**src/rtl/rxtdm_pkg.sv**
```systemverilog
package rxtdm_pkg;

    // Source of bit clock and frame sync
    typedef enum logic {
        SRC_OWN = 1'b0,
        SRC_TX  = 1'b1
    } clk_src_e;

    // One sampled serial event in the system clock domain
    typedef struct packed {
        logic fall;     // selected bit clock just fell
        logic dat;      // serial data level
        logic fs_rise;  // frame sync sampled 1 after a 0 sample
    } bit_evt_t;

    function automatic int unsigned cnt_bits(input int unsigned n);
        return (n < 2) ? 1 : $clog2(n);
    endfunction

endpackage

```
**src/rtl/rxtdm_front.sv**
```systemverilog
module rxtdm_front
    import rxtdm_pkg::*;
(
    input  logic     clk,
    input  logic     rst,
    input  logic     sync_mode,
    input  logic     rx_bclk,
    input  logic     rx_fsync,
    input  logic     tx_bclk,
    input  logic     tx_fsync,
    input  logic     sdata,
    output bit_evt_t evt
);
    clk_src_e src;
    logic     bclk_sel;
    logic     fs_sel;
    logic     bclk_q;
    logic     fs_q;

    assign src = clk_src_e'(sync_mode);

    always_comb begin
        unique case (src)
            SRC_TX: begin
                bclk_sel = tx_bclk;
                fs_sel   = tx_fsync;
            end
            default: begin
                bclk_sel = rx_bclk;
                fs_sel   = rx_fsync;
            end
        endcase
    end

    always_ff @(posedge clk) begin
        if (rst) begin
            bclk_q <= 1'b0;
            fs_q   <= 1'b0;
        end else begin
            bclk_q <= bclk_sel;
            if (bclk_q && !bclk_sel) begin
                fs_q <= fs_sel;
            end
        end
    end

    always_comb begin
        evt.fall    = bclk_q & ~bclk_sel;
        evt.dat     = sdata;
        evt.fs_rise = fs_sel & ~fs_q;
    end

endmodule

```
**src/rtl/rxtdm_deser.sv**
```systemverilog
module rxtdm_deser
    import rxtdm_pkg::*;
#(
    parameter int unsigned WORD_W = 8,
    parameter int unsigned SLOTS  = 5,
    localparam int unsigned BIT_W  = cnt_bits(WORD_W),
    localparam int unsigned SLOT_W = cnt_bits(SLOTS)
) (
    input  logic              clk,
    input  logic              rst,
    input  bit_evt_t          evt,
    output logic              word_evt,
    output logic [WORD_W-1:0] word,
    output logic [SLOT_W-1:0] word_slot
);
    localparam logic [BIT_W-1:0]  LAST_BIT  = BIT_W'(WORD_W - 1);
    localparam logic [SLOT_W-1:0] LAST_SLOT = SLOT_W'(SLOTS - 1);

    logic              active;
    logic [BIT_W-1:0]  bit_cnt;
    logic [SLOT_W-1:0] slot_cnt;
    logic [WORD_W-1:0] shreg;
    logic [WORD_W-1:0] shifted;
    logic              last_bit;

    assign shifted  = {shreg[WORD_W-2:0], evt.dat};
    assign last_bit = active && (bit_cnt == LAST_BIT);

    assign word_evt  = evt.fall && last_bit;
    assign word      = shifted;
    assign word_slot = slot_cnt;

    always_ff @(posedge clk) begin
        if (rst) begin
            active   <= 1'b0;
            bit_cnt  <= '0;
            slot_cnt <= '0;
            shreg    <= '0;
        end else if (evt.fall) begin
            if (active) begin
                shreg <= shifted;
                if (last_bit) begin
                    bit_cnt  <= '0;
                    slot_cnt <= (slot_cnt == LAST_SLOT) ? '0 : slot_cnt + 1'b1;
                end else begin
                    bit_cnt <= bit_cnt + 1'b1;
                end
            end
            if (evt.fs_rise) begin
                active   <= 1'b1;
                bit_cnt  <= '0;
                slot_cnt <= '0;
            end
        end
    end

endmodule

```
**src/rtl/rxtdm_hold.sv**
```systemverilog
module rxtdm_hold
    import rxtdm_pkg::*;
#(
    parameter int unsigned WORD_W = 8,
    parameter int unsigned SLOTS  = 5,
    localparam int unsigned SLOT_W = cnt_bits(SLOTS)
) (
    input  logic              clk,
    input  logic              rst,
    input  logic              word_evt,
    input  logic [WORD_W-1:0] word,
    input  logic [SLOT_W-1:0] word_slot,
    input  logic              rd_data_stb,
    input  logic              rd_stat_stb,
    input  logic              int_en,
    output logic [WORD_W-1:0] data,
    output logic [SLOT_W-1:0] slot,
    output logic              ready,
    output logic              overrun,
    output logic              irq
);
    logic clr_armed;

    always_ff @(posedge clk) begin
        if (rst) begin
            data      <= '0;
            slot      <= '0;
            ready     <= 1'b0;
            overrun   <= 1'b0;
            clr_armed <= 1'b0;
        end else begin
            if (word_evt) begin
                data <= word;
                slot <= word_slot;
            end
            ready <= word_evt | (ready & ~rd_data_stb);
            if (word_evt && ready && !rd_data_stb) begin
                overrun <= 1'b1;
            end else if (rd_data_stb && clr_armed) begin
                overrun <= 1'b0;
            end
            if (rd_data_stb) begin
                clr_armed <= 1'b0;
            end else if (rd_stat_stb && overrun) begin
                clr_armed <= 1'b1;
            end
        end
    end

    assign irq = ready & int_en;

endmodule

```
**src/rtl/tdm_net_rx.sv**
```systemverilog
module tdm_net_rx
    import rxtdm_pkg::*;
#(
    parameter int unsigned WORD_W = 8,
    parameter int unsigned SLOTS  = 5,
    localparam int unsigned SLOT_W = cnt_bits(SLOTS)
) (
    input  logic              clk,
    input  logic              rst,
    input  logic              sync_mode,
    input  logic              rx_bclk,
    input  logic              rx_fsync,
    input  logic              tx_bclk,
    input  logic              tx_fsync,
    input  logic              sdata,
    input  logic              rx_int_en,
    input  logic              rd_data_stb,
    input  logic              rd_stat_stb,
    output logic [WORD_W-1:0] rx_data,
    output logic [SLOT_W-1:0] rx_slot,
    output logic              rx_ready,
    output logic              rx_overrun,
    output logic              rx_irq
);
    bit_evt_t          evt;
    logic              word_evt;
    logic [WORD_W-1:0] word;
    logic [SLOT_W-1:0] word_slot;

    rxtdm_front u_front (
        .clk       (clk),
        .rst       (rst),
        .sync_mode (sync_mode),
        .rx_bclk   (rx_bclk),
        .rx_fsync  (rx_fsync),
        .tx_bclk   (tx_bclk),
        .tx_fsync  (tx_fsync),
        .sdata     (sdata),
        .evt       (evt)
    );

    rxtdm_deser #(.WORD_W(WORD_W), .SLOTS(SLOTS)) u_deser (
        .clk       (clk),
        .rst       (rst),
        .evt       (evt),
        .word_evt  (word_evt),
        .word      (word),
        .word_slot (word_slot)
    );

    rxtdm_hold #(.WORD_W(WORD_W), .SLOTS(SLOTS)) u_hold (
        .clk         (clk),
        .rst         (rst),
        .word_evt    (word_evt),
        .word        (word),
        .word_slot   (word_slot),
        .rd_data_stb (rd_data_stb),
        .rd_stat_stb (rd_stat_stb),
        .int_en      (rx_int_en),
        .data        (rx_data),
        .slot        (rx_slot),
        .ready       (rx_ready),
        .overrun     (rx_overrun),
        .irq         (rx_irq)
    );

endmodule

```
**config.mk**
```make
export PLATFORM = sky130hd
export DESIGN_NAME = tdm_net_rx
export DESIGN_NICKNAME = d
export VERILOG_FILES = /design/src/rtl/rxtdm_pkg.sv /design/src/rtl/rxtdm_front.sv /design/src/rtl/rxtdm_deser.sv /design/src/rtl/rxtdm_hold.sv /design/src/rtl/tdm_net_rx.sv
export SDC_FILE = /design/constraint.sdc
export NUM_CORES = 1
export LEC_CHECK = 0
export BUFFER_PORTS_ARGS = -buffer_cell sky130_fd_sc_hd__buf_2
export CORE_MARGIN = 4
export CORE_UTILIZATION = 28
export CTS_CLUSTER_SIZE = 24
export DETAILED_ROUTE_END_ITERATION = 7
export GPL_ROUTABILITY_DRIVEN = 0
export GPL_TIMING_DRIVEN = 0
export PLACE_DENSITY = 0.55
export SYNTH_ARGS = -nofsm -noshare
export SYNTH_HDL_FRONTEND = slang
export SYNTH_HIERARCHICAL = 1
export SYNTH_SLANG_ARGS = --single-unit
```
**constraint.sdc**
```tcl
create_clock -name clk -period 2.52 [get_ports clk]
set_clock_uncertainty 0.15 [all_clocks]
set_input_delay 0.378 -clock clk [delete_from_list [all_inputs] [get_ports clk]]
set_output_delay 0.378 -clock clk [all_outputs]
set_load 0.01 [all_outputs]
```
# Yosys cells after proc, flatten, opt, wreduce, memory -nomap -nowiden
# Cells that the tools add are included.
# W data, S select, Z words.
[classes]
bitwise_logic = 8
muxes = 11
div_mod_pow = 0
n_shift = 0
n_eq_ne = 2
n_mul = 0
add_sub_neg = 2
n_reduce_logical = 17
n_lt_le_gt_ge = 0
[ops]
columns = ["cell", "count"]
rows = [
  ["$mux W3", 7],
  ["$logic_and A1 B1 Y1", 7],
  ["$add A3 B1 Y3 const B", 2],
  ["$eq A3 B3 Y1 const B", 2],
  ["$reduce_and A2 Y1", 3],
  ["$reduce_bool A2 Y1", 3],
  ["$and A1 B1 Y1", 4],
  ["$mux W1", 4],
  ["$not A1 Y1", 3],
  ["$reduce_and A3 Y1", 1],
  ["$logic_not A1 Y1", 2],
  ["$reduce_or A2 Y1", 1],
  ["$or A1 B1 Y1", 1],
]
[word_totals]
latch_bits = 0
register_bits = 30
mem_count = 0
romBits = 0
inputBits = 11
ramBits = 0
elab_cells = 51

# Longest topological paths before layout
[logic_depth]
ltp_word = 7
depth_mapped = 7
ltp_nobuf = 6

# By module
# Netlist, hierarchy kept.
[modules_own_cells]
columns = ["module", "area_per_inst_um2", "seq_area_each_um2", "instances", "cells_each"]
rows = [
  ["rxtdm_deser", 636.9, 280.3, 1, 78],
  ["rxtdm_hold", 500.5, 280.3, 1, 47],
  ["rxtdm_front", 101.3, 40.0, 1, 10],
]

# Least setup slack after synthesis
# OpenSTA, ideal clock, no wires.
[synth_timing]
kind = "input port to flip-flop"
start = "input sync_mode"
end = "register u_hold.data[0]"
arrival_ns = 1.492
slack_ns = 0.761
setup_time_ns = 0.117
required_ns = 2.253
cell_stages = 7
path_cell_list = "mux2i_1 > and2_4 > inv_1 > nor2_1 > buf_6 > mux2i_1 > nor2_1"
[synth_rtl]
columns = ["element", "line", "text"]
rows = [
  ["from (decl)", "tdm_net_rx.sv:10", "input logic sync_mode,"],
  ["to (signal assigned)", "rxtdm_hold.sv:33", "data <= word;"],
  ["to (decl)", "rxtdm_hold.sv:16", "output logic [WORD_W-1:0] data,"],
]

# Worst setup path after layout
[layout_timing]
start = "register u_deser.bit_cnt[0]"
end = "register u_hold.data[7]"
[layout_between]
elab_chain_len = 3
[layout_lines]
columns = ["element", "line", "text"]
rows = [
  ["from (decl)", "rxtdm_deser.sv:20", "logic [BIT_W-1:0] bit_cnt;"],
  ["from (signal assigned)", "rxtdm_deser.sv:46", "bit_cnt <= bit_cnt + 1'b1;"],
  ["$eq A3 B3 Y1", "rxtdm_deser.sv:27", "assign last_bit = active && (bit_cnt == LAST_BIT);"],
  ["$logic_and A1 B1 Y1", "rxtdm_deser.sv:27", ""],
  ["$logic_and A1 B1 Y1", "rxtdm_deser.sv:29", "assign word_evt = evt.fall && last_bit;"],
  ["named net word_evt", "tdm_net_rx.sv:26", "logic word_evt;"],
]
# The timed path passes the listed nets, and every way through them passes these cells.
# A chain may end at the register's enable or synchronous reset.

==> key figures <==
Status
  • Status: finished, final reports clean

Yosys
  • Post-synth EDFFs: 0
  • Most common cell in the netlist: dfxtp_1
  • Post-Synthesis Cells: 135
  • FF+latch count, synth: 30
  • Top post-synthesis cells by count: 30 x dfxtp_1, 18 x nand2_1, 18 x nor2_1, 16 x a21oi_1, 13 x mux2i_1
  • Avg Cell Area, Syn: roughly 9.2 sq um
  • Cell Area, Synth: 1239 sq um
  • Sequential fraction of the synthesis area: 48.48%
  • Cell taking the most area after synthesis: dfxtp_1
  • Syn_nets: 150
  • Largest cells by area after synthesis: dfxtp_1 48%, mux2i_1 11%, a21oi_1 6.5%
  • Synth warn: 6
  • Library cells used by synthesis: 26
  • Ys flop type: dfxtp_1
  • FFs w/ async S/R, synth: 0%
  • Synth top area share: between 40% and 50%

Power and ir drop
  • Total power: 0.001006 W
  • Leakage power: 0.6026 nW
  • Power Density: 658.1 nW/um^2
  • IR drop worst, VDD: 260.9 uV

Detailed routing
  • Detailed-route via count: around 1000
  • Vias per inst: 4.693
  • Post-detailed-route DRC marker count: 0
  • Routed wire per std cell: 12.43 um
  • Initial DRC Count: 56
  • Drt total wl: approximately 2700 um
  • 1st-pass router iterations: 4
  • ANT nets after route: 0

Floorplan
  • Initial Util: 29.89%
  • Core region area: around 4100 sq um
  • Die Span Y: approximately 75 um
  • Ports: 25
  • Area of the die: 5552 sq um
  • Die X: around 75 um
  • # rows: 23

Hold path
  • Type of the worst min-delay path: in2reg

STA
  • Worst-Margin Slew: 0.4968 ns
  • Setup TNS: 0 ns
  • Final slew viol count: 0
  • Achievable clock frequency: 501.8 MHz
  • RSZ-0062 raised after global routing: false
  • Fin. Hold Viols: 0
  • Setup-failing EPs final: 0
  • Max-slew headroom: 66.76%
  • Final cycle utilization of the critical path: between 70% and 80%
  • Minimum clock period: 1.993 ns

Clock tree
  • Setup Fix Bufs, Post-CTS: 0
  • CTS Buf Count: 5
  • Hold Buf Count CTS: 0
  • CTS sink count: 30
  • # H-tree levels: 2
  • Worst-path clk slew: about 0.060 ns
  • Clk_lat worst skew: around 0.28 ns
  • Post-CTS Resized: 0
  • Clk buf depth: 2
  • CTS root buffer: clkbuf_8
  • CTS tree: done

Finish
  • Fill cells: 426
  • Core Util, Final: 36.90%
  • Finished layout cell area: 1529 sq um
  • Nets@finish: 180
  • Syn-to-layout area delta: 23.43%
  • Ant. Diodes: 0
  • Share of post-route cells with drive strength above 1: 24.24%

GRT
  • Initial antenna violation count: 0
  • First-pass GRT wire length: between 4000 and 5000 um
  • Total GRT Usage: 10.77%
  • Largest net degree at the start of global routing: 11
  • Vias in the first global route: 966
  • GR Overflow Total: 0

Placement
  • Number of port buffers: 23
  • Dpl hpwl: 1916 um
  • Area post-placement: 1416 sq um

Worst setup path
  • CP arrival: 2.01 ns
  • Top delay family on crit path: simple AND/OR/NAND/NOR gates
  • Data required time of the critical path: approximately 2.5 ns
  • CP peak stage delay: 0.36 ns
  • Critical Path Sink Type: flop
  • Worst Path Max Fanout: 10
  • Slowest cell on crit path: dfxtp_1
  • Crit path launch type: flop
  • Crit Path Class: reg2reg
  • WP buf/inv: 1
  • CP cell instances: ha_1, ha_1, nand2_1, nor2_1, buf_6, mux2i_1, nor2_1

Run
  • Max-cap violations: 0
[cell usage in the layout, fill, tap and decap left out, types with 3 or more instances in the layout]
cell type,count
dfxtp_1,30
buf_4,3
nand2_1,18
buf_2,25
ha_1,4
inv_1,4
nor2_1,18
clkbuf_8,6
a21oi_1,16
and2_1,3
mux2i_1,13
[metal layers]
layer	track usage, %	part of all wire [%]	vias to the layer above
met5	0	0	-
met2	16.59	47	28
met1	13.00	46	461
met3	5.270	5.9	4
met4	3.953	0.94	0
li1	-	-	516
[per-stage QoR]
stage                     worst slack, ns  hold slack (ns)  cells
after floorplan                    0.7612           0.2860    135
after global placement             0.4157           0.2963    208
after detailed placement           0.3525           0.3098    208
after CTS                          0.5359           0.1376    215
after global routing               0.3778           0.1366    215
final                              0.5274           0.1452    215
[final timing paths]
path | endpoint | slack (ns) | from | cells after the start
max | u_hold/data[7]$_SDFFE_PP0P_ | 0.53 | u_deser/bit_cnt[0]$_SDFFE_PP0P_ | 7
min | u_hold/clr_armed$_SDFFE_PP0P_ | 0.15 | rd_data_stb | 2
min reg2reg | u_deser/bit_cnt[2]$_SDFFE_PP0P_ | 0.32 | u_deser/bit_cnt[2]$_SDFFE_PP0P_ | 2
max reg2reg | u_hold/data[7]$_SDFFE_PP0P_ | 0.53 | u_deser/bit_cnt[0]$_SDFFE_PP0P_ | 7
[cell type report]
class	count	area, sq um	area share (%)
sequential	30	600.6	39.28
multi-input combinational	93	564.3	36.91
timing repair buffer	23	115.1	7.529
clock buffer	6	82.58	5.401
tap	50	62.56	4.092
buffer	8	58.81	3.846
clock inverter	1	30.03	1.964
inverter	4	15.01	0.9820
[where the power goes]
group / total, W / switching, W / internal [W]
Clock: 0.000485 / 0.000169 / 0.000316
Combinational: 0.0000432 / 0.0000263 / 0.0000169
Sequential: 0.000478 / 0.00000127 / 0.000477
[flip-flops by register name (all words and copies together) (netlist names), 3 cells and up]
name / count
u_deser/bit_cnt: 3
u_hold/data: 8
u_deser/word_slot: 3
u_deser/shreg: 7
u_hold/slot: 3
[kinds of logic (layout without fill, tap and decap cells)]
family / Yosys count / after routing / share of synthesized area, %
simple gates: 51 / 51 / 19.29
mux: 13 / 13 / 10.50
flops: 30 / 30 / 48.49
fa+ha+maj: 4 / 4 / 4.041
buf+inv: 12 / 42 / 5.959
compound gates: 25 / 25 / 11.72
(Power assumes the default switching activity.)
